<file path="config.mk">
export PLATFORM = sky130hd
export DESIGN_NAME = lcdw_engine
export DESIGN_NICKNAME = d
export VERILOG_FILES = /design/src/rtl/lcdw_pkg.sv /design/src/rtl/lcdw_timer.sv /design/src/rtl/lcdw_bus.sv /design/src/rtl/lcdw_fsm.sv /design/src/rtl/lcdw_engine.sv
export SDC_FILE = /design/constraint.sdc
export NUM_CORES = 1
export LEC_CHECK = 0
export ABC_CLOCK_PERIOD_IN_PS = 4600
export BUFFER_PORTS_ARGS = -buffer_cell sky130_fd_sc_hd__buf_2
export CAP_MARGIN = 20
export CORE_AREA = 3 3 96 98
export CTS_BUF_LIST = sky130_fd_sc_hd__clkbuf_8
export DETAILED_ROUTE_END_ITERATION = 6
export DIE_AREA = 0 0 99 101
export GPL_TIMING_DRIVEN = 1
export SLEW_MARGIN = 20
export SYNTH_ARGS = -nofsm -noshare
export SYNTH_HDL_FRONTEND = slang
export SYNTH_SLANG_ARGS = --single-unit
</file>
<file path="constraint.sdc">
create_clock -name clk -period 4.6 [get_ports clk]
set_input_delay 0.46 -clock clk [delete_from_list [all_inputs] [get_ports clk]]
set_output_delay 0.46 -clock clk [all_outputs]
set_load 0.01 [all_outputs]
</file>
<file path="src/rtl/lcdw_pkg.sv">
// Package: shared state type and the nanosecond-to-cycle conversion
// used by the nibble-serial display write engine.
// Assumes: products of ns and clock frequency fit in 64 bits.
package lcdw_pkg;

    // One-hot state of the write sequence; order is the sequence order.
    typedef enum logic [6:0] {
        ST_HI_SET = 7'b0000001,  // upper nibble on bus, setup time, also idle
        ST_HI_EH  = 7'b0000010,  // E high for the upper nibble
        ST_HI_EL  = 7'b0000100,  // E low, hold of the upper nibble
        ST_GAP    = 7'b0001000,  // wait before the lower nibble
        ST_LO_SET = 7'b0010000,  // lower nibble on bus, setup time
        ST_LO_EH  = 7'b0100000,  // E high for the lower nibble
        ST_EXEC   = 7'b1000000   // E low, execution wait of the display
    } wr_state_e;

    // Round a duration up to whole clock cycles, never below one cycle.
    function automatic int unsigned ns_to_cycles(input longint unsigned ns,
                                                 input longint unsigned hz);
        longint unsigned prod;
        longint unsigned cyc;
        prod = ns * hz;
        cyc  = (prod + 64'd999_999_999) / 64'd1_000_000_000;
        if (cyc == 64'd0) cyc = 64'd1;
        return int'(cyc[31:0]);
    endfunction

    // Larger of two counts.
    function automatic int unsigned max_u(input int unsigned a,
                                          input int unsigned b);
        return (a > b) ? a : b;
    endfunction

endpackage

</file>
<file path="src/rtl/lcdw_timer.sv">
// Module: lcdw_timer
// Down-counter that times each state of the write sequence.
// Assumes: load_val is the wanted duration minus one; zero is high in the
// last cycle of that duration, and the count rests at zero until the next load.
module lcdw_timer #(
    parameter int CNT_W = 16
) (
    input  logic             clk,
    input  logic             rst_n,
    input  logic             load,
    input  logic [CNT_W-1:0] load_val,
    output logic             zero
);

    logic [CNT_W-1:0] cnt_q;

    // Load a new duration or count the current one down to zero.
    always_ff @(posedge clk) begin
        if (!rst_n) begin
            cnt_q <= '0;
        end else if (load) begin
            cnt_q <= load_val;
        end else if (cnt_q != '0) begin
            cnt_q <= cnt_q - 1'b1;
        end
    end

    assign zero = (cnt_q == '0);

    // A count that is not being reloaded never rises.
    AST_TMR_NO_WRAP: assert property (@(posedge clk) disable iff (!rst_n)
        (!load && cnt_q == '0) |=> (cnt_q == '0));

endmodule

</file>
<file path="src/rtl/lcdw_bus.sv">
// Module: lcdw_bus
// Output registers for the display lines: register select, data nibble and
// enable. Every line comes straight from a flop, so nothing glitches.
// Assumes: the sequencer raises nib_load only while E is low.
module lcdw_bus (
    input  logic       clk,
    input  logic       rst_n,
    input  logic       nib_load,
    input  logic [3:0] nib_val,
    input  logic       rs_load,
    input  logic       rs_val,
    input  logic       e_next,
    output logic       rs_o,
    output logic [3:0] db_o,
    output logic       e_o
);

    // Capture the nibble and the RS level when the sequencer presents new values.
    always_ff @(posedge clk) begin
        if (!rst_n) begin
            db_o <= 4'h0;
            rs_o <= 1'b0;
        end else begin
            if (nib_load) db_o <= nib_val;
            if (rs_load)  rs_o <= rs_val;
        end
    end

    // Register the enable strobe.
    always_ff @(posedge clk) begin
        if (!rst_n) e_o <= 1'b0;
        else        e_o <= e_next;
    end

    // The data never changes on an edge that leaves E high.
    AST_BUS_NO_LOAD_IN_E: assert property (@(posedge clk) disable iff (!rst_n)
        e_o |-> !nib_load);

endmodule

</file>
<file path="src/rtl/lcdw_fsm.sv">
// Module: lcdw_fsm
// Seven-state sequencer: upper-nibble setup, E high, E low, inter-nibble
// gap, lower-nibble setup, E high, execution wait. ST_HI_SET doubles as the
// idle state, and busy_q tells the two roles apart.
// Assumes: every count parameter is at least one.
module lcdw_fsm
    import lcdw_pkg::*;
#(
    parameter int unsigned CNT_W    = 16,
    parameter int unsigned N_SETUP  = 2,
    parameter int unsigned N_EHIGH  = 8,
    parameter int unsigned N_HOLD   = 1,
    parameter int unsigned N_GAP    = 33,
    parameter int unsigned N_SHORT  = 1320,
    parameter int unsigned N_LONG   = 54120
) (
    input  logic             clk,
    input  logic             rst_n,
    input  logic             start,
    input  logic [7:0]       wr_byte,
    input  logic             wr_rs,
    input  logic             wr_single,
    input  logic             wr_long,
    input  logic             tmr_zero,
    output logic             tmr_load,
    output logic [CNT_W-1:0] tmr_val,
    output logic             nib_load,
    output logic [3:0]       nib_val,
    output logic             rs_load,
    output logic             e_next,
    output logic             done_o
);

    localparam logic [CNT_W-1:0] L_SETUP = CNT_W'(N_SETUP - 1);
    localparam logic [CNT_W-1:0] L_EHIGH = CNT_W'(N_EHIGH - 1);
    localparam logic [CNT_W-1:0] L_HOLD  = CNT_W'(N_HOLD - 1);
    localparam logic [CNT_W-1:0] L_GAP   = CNT_W'(N_GAP - 1);
    localparam logic [CNT_W-1:0] L_SHORT = CNT_W'(N_SHORT - 1);
    localparam logic [CNT_W-1:0] L_LONG  = CNT_W'(N_LONG - 1);

    wr_state_e state_q, state_d;
    logic       busy_q;
    logic [7:0] byte_q;
    logic       single_q;
    logic       long_q;
    logic       accept;
    logic       finish;
    logic [CNT_W-1:0] exec_val;

    assign exec_val = long_q ? L_LONG : L_SHORT;

    // Next state, timer reload and bus loads for the current cycle.
    always_comb begin
        state_d  = state_q;
        tmr_load = 1'b0;
        tmr_val  = '0;
        accept   = 1'b0;
        finish   = 1'b0;
        nib_load = 1'b0;
        nib_val  = byte_q[3:0];
        unique case (state_q)
            ST_HI_SET: begin
                if (!busy_q) begin
                    if (start) begin
                        accept   = 1'b1;
                        tmr_load = 1'b1;
                        tmr_val  = L_SETUP;
                        nib_load = 1'b1;
                        nib_val  = wr_byte[7:4];
                    end
                end else if (tmr_zero) begin
                    state_d  = ST_HI_EH;
                    tmr_load = 1'b1;
                    tmr_val  = L_EHIGH;
                end
            end
            ST_HI_EH: begin
                if (tmr_zero) begin
                    tmr_load = 1'b1;
                    if (single_q) begin
                        state_d = ST_EXEC;
                        tmr_val = exec_val;
                    end else begin
                        state_d = ST_HI_EL;
                        tmr_val = L_HOLD;
                    end
                end
            end
            ST_HI_EL: begin
                if (tmr_zero) begin
                    state_d  = ST_GAP;
                    tmr_load = 1'b1;
                    tmr_val  = L_GAP;
                end
            end
            ST_GAP: begin
                if (tmr_zero) begin
                    state_d  = ST_LO_SET;
                    tmr_load = 1'b1;
                    tmr_val  = L_SETUP;
                    nib_load = 1'b1;
                    nib_val  = byte_q[3:0];
                end
            end
            ST_LO_SET: begin
                if (tmr_zero) begin
                    state_d  = ST_LO_EH;
                    tmr_load = 1'b1;
                    tmr_val  = L_EHIGH;
                end
            end
            ST_LO_EH: begin
                if (tmr_zero) begin
                    state_d  = ST_EXEC;
                    tmr_load = 1'b1;
                    tmr_val  = exec_val;
                end
            end
            ST_EXEC: begin
                if (tmr_zero) begin
                    state_d = ST_HI_SET;
                    finish  = 1'b1;
                end
            end
            default: state_d = ST_HI_SET;
        endcase
    end

    assign rs_load = accept;
    assign e_next  = (state_d == ST_HI_EH) || (state_d == ST_LO_EH);

    // State register.
    always_ff @(posedge clk) begin
        if (!rst_n) state_q <= ST_HI_SET;
        else        state_q <= state_d;
    end

    // Busy flag and per-transfer options, captured only when a start is accepted.
    always_ff @(posedge clk) begin
        if (!rst_n) begin
            busy_q   <= 1'b0;
            byte_q   <= 8'h00;
            single_q <= 1'b0;
            long_q   <= 1'b0;
        end else if (accept) begin
            busy_q   <= 1'b1;
            byte_q   <= wr_byte;
            single_q <= wr_single;
            long_q   <= wr_long;
        end else if (finish) begin
            busy_q   <= 1'b0;
        end
    end

    // One-cycle completion pulse.
    always_ff @(posedge clk) begin
        if (!rst_n) done_o <= 1'b0;
        else        done_o <= finish;
    end

    // Sequencer checks.
    logic past_ok;
    // Marks the cycles where $past refers to post-reset values.
    always_ff @(posedge clk) begin
        if (!rst_n) past_ok <= 1'b0;
        else        past_ok <= 1'b1;
    end

    AST_STATE_ONEHOT: assert property (@(posedge clk) disable iff (!rst_n)
        $countones(state_q) == 1);
    AST_LO_AFTER_GAP: assert property (@(posedge clk) disable iff (!rst_n)
        (past_ok && state_q == ST_LO_SET && $past(state_q) != ST_LO_SET)
            |-> $past(state_q) == ST_GAP);
    AST_BUSY_KEEPS_BYTE: assert property (@(posedge clk) disable iff (!rst_n)
        (busy_q && start) |=> $stable(byte_q) && $stable(long_q) && $stable(single_q));
    AST_SINGLE_SKIPS_LO: assert property (@(posedge clk) disable iff (!rst_n)
        (busy_q && single_q) |-> state_q != ST_LO_EH);

endmodule

</file>
<file path="src/rtl/lcdw_engine.sv">
// Module: lcdw_engine (top)
// Writes one byte to a 44780-compatible character display over a four-bit
// bus as two enable-strobed nibbles, upper half first, then waits for the
// display's execution time and pulses done.
// Assumes: a start that comes while a transfer runs is dropped; callers
// wait for done. Every time parameter is in ns and is rounded up to cycles.
module lcdw_engine
    import lcdw_pkg::*;
#(
    parameter longint unsigned CLK_HZ          = 33_000_000,
    parameter longint unsigned T_SETUP_NS      = 40,
    parameter longint unsigned T_EHIGH_NS      = 230,
    parameter longint unsigned T_HOLD_NS       = 10,
    parameter longint unsigned T_CYCLE_NS      = 500,
    parameter longint unsigned T_GAP_NS        = 1_000,
    parameter longint unsigned T_EXEC_SHORT_NS = 40_000,
    parameter longint unsigned T_EXEC_LONG_NS  = 1_640_000
) (
    input  logic       clk,
    input  logic       rst_n,
    input  logic       start,
    input  logic [7:0] wr_byte,
    input  logic       wr_rs,
    input  logic       wr_single,
    input  logic       wr_long,
    output logic       lcd_rs,
    output logic       lcd_rw,
    output logic       lcd_e,
    output logic [3:0] lcd_db,
    output logic       done
);

    localparam int unsigned N_SETUP = ns_to_cycles(T_SETUP_NS, CLK_HZ);
    localparam int unsigned N_EHIGH = ns_to_cycles(T_EHIGH_NS, CLK_HZ);
    localparam int unsigned N_HOLD  = ns_to_cycles(T_HOLD_NS, CLK_HZ);
    localparam int unsigned N_CYC   = ns_to_cycles(T_CYCLE_NS, CLK_HZ);
    localparam int unsigned N_GAP   = ns_to_cycles(T_GAP_NS, CLK_HZ);
    localparam int unsigned N_SHORT = max_u(ns_to_cycles(T_EXEC_SHORT_NS, CLK_HZ), N_CYC);
    localparam int unsigned N_LONG  = max_u(ns_to_cycles(T_EXEC_LONG_NS, CLK_HZ), N_CYC);
    localparam int unsigned N_MAX   = max_u(max_u(N_LONG, N_SHORT),
                                            max_u(max_u(N_GAP, N_EHIGH), max_u(N_SETUP, N_HOLD)));
    localparam int unsigned CNT_W   = $clog2(N_MAX + 1);

    logic             tmr_load;
    logic [CNT_W-1:0] tmr_val;
    logic             tmr_zero;
    logic             nib_load;
    logic [3:0]       nib_val;
    logic             rs_load;
    logic             e_next;

    lcdw_fsm #(
        .CNT_W   (CNT_W),
        .N_SETUP (N_SETUP),
        .N_EHIGH (N_EHIGH),
        .N_HOLD  (N_HOLD),
        .N_GAP   (N_GAP),
        .N_SHORT (N_SHORT),
        .N_LONG  (N_LONG)
    ) u_fsm (
        .clk       (clk),
        .rst_n     (rst_n),
        .start     (start),
        .wr_byte   (wr_byte),
        .wr_rs     (wr_rs),
        .wr_single (wr_single),
        .wr_long   (wr_long),
        .tmr_zero  (tmr_zero),
        .tmr_load  (tmr_load),
        .tmr_val   (tmr_val),
        .nib_load  (nib_load),
        .nib_val   (nib_val),
        .rs_load   (rs_load),
        .e_next    (e_next),
        .done_o    (done)
    );

    lcdw_timer #(
        .CNT_W (CNT_W)
    ) u_tmr (
        .clk      (clk),
        .rst_n    (rst_n),
        .load     (tmr_load),
        .load_val (tmr_val),
        .zero     (tmr_zero)
    );

    lcdw_bus u_bus (
        .clk      (clk),
        .rst_n    (rst_n),
        .nib_load (nib_load),
        .nib_val  (nib_val),
        .rs_load  (rs_load),
        .rs_val   (wr_rs),
        .e_next   (e_next),
        .rs_o     (lcd_rs),
        .db_o     (lcd_db),
        .e_o      (lcd_e)
    );

    // Write-only engine.
    assign lcd_rw = 1'b0;

    logic past_ok;
    // Marks the cycles where $past refers to post-reset values.
    always_ff @(posedge clk) begin
        if (!rst_n) past_ok <= 1'b0;
        else        past_ok <= 1'b1;
    end

    AST_DATA_HELD_IN_E: assert property (@(posedge clk) disable iff (!rst_n)
        (past_ok && lcd_e && $past(lcd_e)) |-> ($stable(lcd_db) && $stable(lcd_rs)));
    AST_SETUP_BEFORE_E: assert property (@(posedge clk) disable iff (!rst_n)
        (past_ok && $rose(lcd_e)) |-> ($stable(lcd_db) && $stable(lcd_rs)));
    AST_DONE_ONE_CYCLE: assert property (@(posedge clk) disable iff (!rst_n)
        done |=> !done);
    AST_DONE_E_LOW: assert property (@(posedge clk) disable iff (!rst_n)
        done |-> !lcd_e);
    AST_RW_WITH_E: assert property (@(posedge clk) disable iff (!rst_n)
        lcd_e |-> !lcd_rw);

endmodule

</file>
==> run_results.csv <==
group,metric,value,unit
place,detailed_place_hpwl,3.757,mm
timing,fin_worst_skew,0.01411,ns
timing,fin_crit,2.606,ns
clocking,cts.repair.resized,0,
global_routing,grt_max_degree,17,
die,start_util,25.20,%
flow_run,cap_viol_max_count,0,
detailed_routing,wirelength,5.110,mm
global_routing,grt_pass1_vias,1885,
place,pre_cts_ws,2.006,ns
timing,final.setup.tns,0,ns
worst_setup_path,startpoint_type,"flip-flop",
detailed_routing,ant_nets,0,
timing,setup_viol,0,
yosys,synth.top_cell.area_share,34.38,%
timing,slew_headroom,36.15,%
yosys,synthArstFlopShare,0,%
die,fp.dieW,99,um
clocking,cts_buffer_depth,2,
power,p_leak,0.9456,nW
die,io_pins,22,
place,gp_congestion,0.8455,
yosys,syn_area_per_cell,8.100,um2
yosys,yosys-top-cells-count,"39 x nand2_1, 37 x dfxtp_1, 29 x a21oi_1, 29 x nor2_1, 14 x o21ai_0",
worst_setup_path,rr_worst_depth,8,
timing,max_freq,383.7,MHz
detailed_routing,num_vias,1890,
hold_path,hp-class,"primary input to flip-flop",
detailed_routing,drt-pass1-iter-count,4,
global_routing,track_usage,10.73,%
global_routing,grt_overflow,0,
timing,hold_violations,0,
place,dpl_cell_area,2245,um2
power,p_total,1.409,mW
yosys,syn-cell-area,2155,um2
yosys,synth.area.top_cells,"dfxtp_1 34%, nand2_1 6.8%, a21oi_1 6.7%",
worst_setup_path,setup.worst_path.class,"flip-flop to flip-flop",
yosys,yosysMostFrequentCell,"nand2_1",
outcome,status,"finished, final reports clean",
worst_setup_path,ff2ff_setup_slack,1.99,ns
die,coreArea,8551,um2
clocking,insertion_delay,0.30,ns
yosys,synth_edf_count,0,
power,vdd_ir_drop_max,0.0002200,V
hold_path,min_to,"u_fsm.long_q$_SDFFE_PN0P_",
yosys,synth_area_leader_cell,"dfxtp_1",
finish,syn_to_final_growth,10.39,%
clocking,cts_sinks,37,
yosys,ys_warn_count,0,
yosys,synth_cell_types,55,
clocking,cts-htree-levels,2,
timing,final_max_slew_viol_count,0,
clocking,cts_tree,"done",
clocking,cts_made_buffers,5,
detailed_routing,drt_iter0_drc,185,
die,die_h,101,um
clocking,path_clk_slew,0.08,ns
place,numPortBuffers,20,
timing,fin_ws,1.994,ns
worst_setup_path,critPathCaptureType,"flip-flop",
clocking,cts-root-buf,"clkbuf_8",
worst_setup_path,cp.required,4.82,ns
global_routing,grt_antenna_before_repair,0,
worst_setup_path,reg2reg_to,"u_tmr.cnt_q[13]$_SDFFE_PN0P_",
power,power_density,592.5,nW/um2
detailed_routing,vias_per_cell,4.884,
yosys,ys_ff_latch,37,
die,rows,34,
yosys,synthCells,266,
die,die-area,9999,um2
clocking,hold_buffers,0,
timing,worstMarginPinSlew,0.9540,ns
yosys,syn-num-nets,281,
clocking,cts_setup_buffers,0,
finish,final_cell_area,2379,um2
global_routing,grt_pass1_wl,8.790,mm
hold_path,hp-start,"wr_long",
timing,rsz0062_at_grt,"no",
timing,finalCritPeriodShare,56.65,%
detailed_routing,wire_per_inst,13.20,um
finish,layout.nets,293,
yosys,synth_flop_cell,"dfxtp_1",
hold_path,holdPathStages,3,
detailed_routing,drc,0,
finish,drive_above_1_share,15.41,%
worst_setup_path,worst-endpoint-arrival,2.83,ns
worst_setup_path,worst-path-max-fanout,11,
worst_setup_path,r2r_start,"u_tmr.cnt_q[0]$_SDFFE_PN0P_",
yosys,yosysSeqAreaShare,34.38,%
timing,hold_slack,0.4035,ns
finish,fill_cells,930,
finish,num_antenna_cells,0,
## cells in the final DEF, fill, tap and decap left out, types with 2 or more instances in the layout
cell type	n
nand4_2	2
a211o_1	2
nor3b_1	2
nand3_1	7
nor4_1	8
nor2_1	29
nand4_1	2
dfxtp_1	37
nand2_1	39
mux2i_1	5
xnor2_1	6
bufinv_16	2
a21oi_1	29
buf_2	20
o21ai_0	14
clkbuf_8	5
nand2b_1	4
o211ai_1	3
xor2_1	10
nor3_2	2
or4_1	2
inv_1	6
nor3_1	12
or3_4	2
a211oi_1	2
## metal layers
layer	vias up	GRT usage [%]	wire, um	part of all wire, %
met5	-	0	0	0
met4	0	5.672	114	2.2
met3	8	1.938	244	4.8
met2	56	17.77	2416	47
met1	870	13.25	2334	46
li1	956	-	-	-
## logic make-up after synthesis
| logic type | share of synthesized area, % |
|---|---|
| other | 0.1740 |
| flip-flops | 34.38 |
| XOR/XNOR | 6.504 |
| AO/OA/AOI/OAI | 16.78 |
| AND/OR/NAND/NOR | 30.95 |
| buffers and inverters | 7.782 |
| adder cells (fa/ha/maj) | 0.5806 |
| multiplexers | 2.846 |
## metrics by stage
stage               cells  util, %
global route          387    27.82
global placement      379    26.25
detailed placement    379    26.25
CTS                   387    27.82
floorplan             266        -
finish                387    27.82
## worst max-delay path, stage by stage (launching register included)
cell and delay, ns:
dfxtp_1 0.40, inv_1 0.08, ha_1 0.23, nor3b_2 0.20, and4_1 0.33, a21o_1 0.22
a2bb2oi_1 0.75, nand2_2 0.18, nor2_1 0.14
## worst max path at each step
stage / slack (ns) / startpoint / end
2_1_floorplan: 2.64 / u_tmr.cnt_q[0]$_SDFFE_PN0P_ / u_tmr.cnt_q[10]$_SDFFE_PN0P_
3_3_place_gp: 2.03 / u_tmr.cnt_q[0]$_SDFFE_PN0P_ / u_tmr.cnt_q[7]$_SDFFE_PN0P_
3_5_place_dp: 2.01 / u_tmr.cnt_q[0]$_SDFFE_PN0P_ / u_tmr.cnt_q[13]$_SDFFE_PN0P_
4_1_cts: 1.98 / u_tmr.cnt_q[0]$_SDFFE_PN0P_ / u_tmr.cnt_q[13]$_SDFFE_PN0P_
5_1_grt: 1.70 / u_tmr.cnt_q[0]$_SDFFE_PN0P_ / u_tmr.cnt_q[4]$_SDFFE_PN0P_
6_report: 1.99 / u_tmr.cnt_q[0]$_SDFFE_PN0P_ / u_tmr.cnt_q[13]$_SDFFE_PN0P_
## flip-flops by register name, indices dropped and copies added, names as in the netlist
signal,count
u_fsm.state_q,7
u_fsm.busy_q,1
u_fsm.byte_q,4
u_tmr.cnt_q,16
u_fsm.done_o,1
u_fsm.single_q,1
u_bus.e_o,1
u_fsm.long_q,1
u_bus.db_o,4
u_bus.rs_o,1
## power by group
group          internal, mW  switching, mW
sequential            0.383         0.0740
combinational         0.245          0.369
clock                 0.215          0.123
total                 0.844          0.566
## final cells by class
type,count,area (um2),area share [%]
multi-input combinational,208,1246,52.39
tap,108,135.1,5.681
clock buffer,5,68.82,2.893
timing repair buffer,20,100.1,4.208
clock inverter,3,65.06,2.735
inverter,6,22.52,0.9469
sequential,37,740.7,31.14
(Power assumes the default switching activity.)
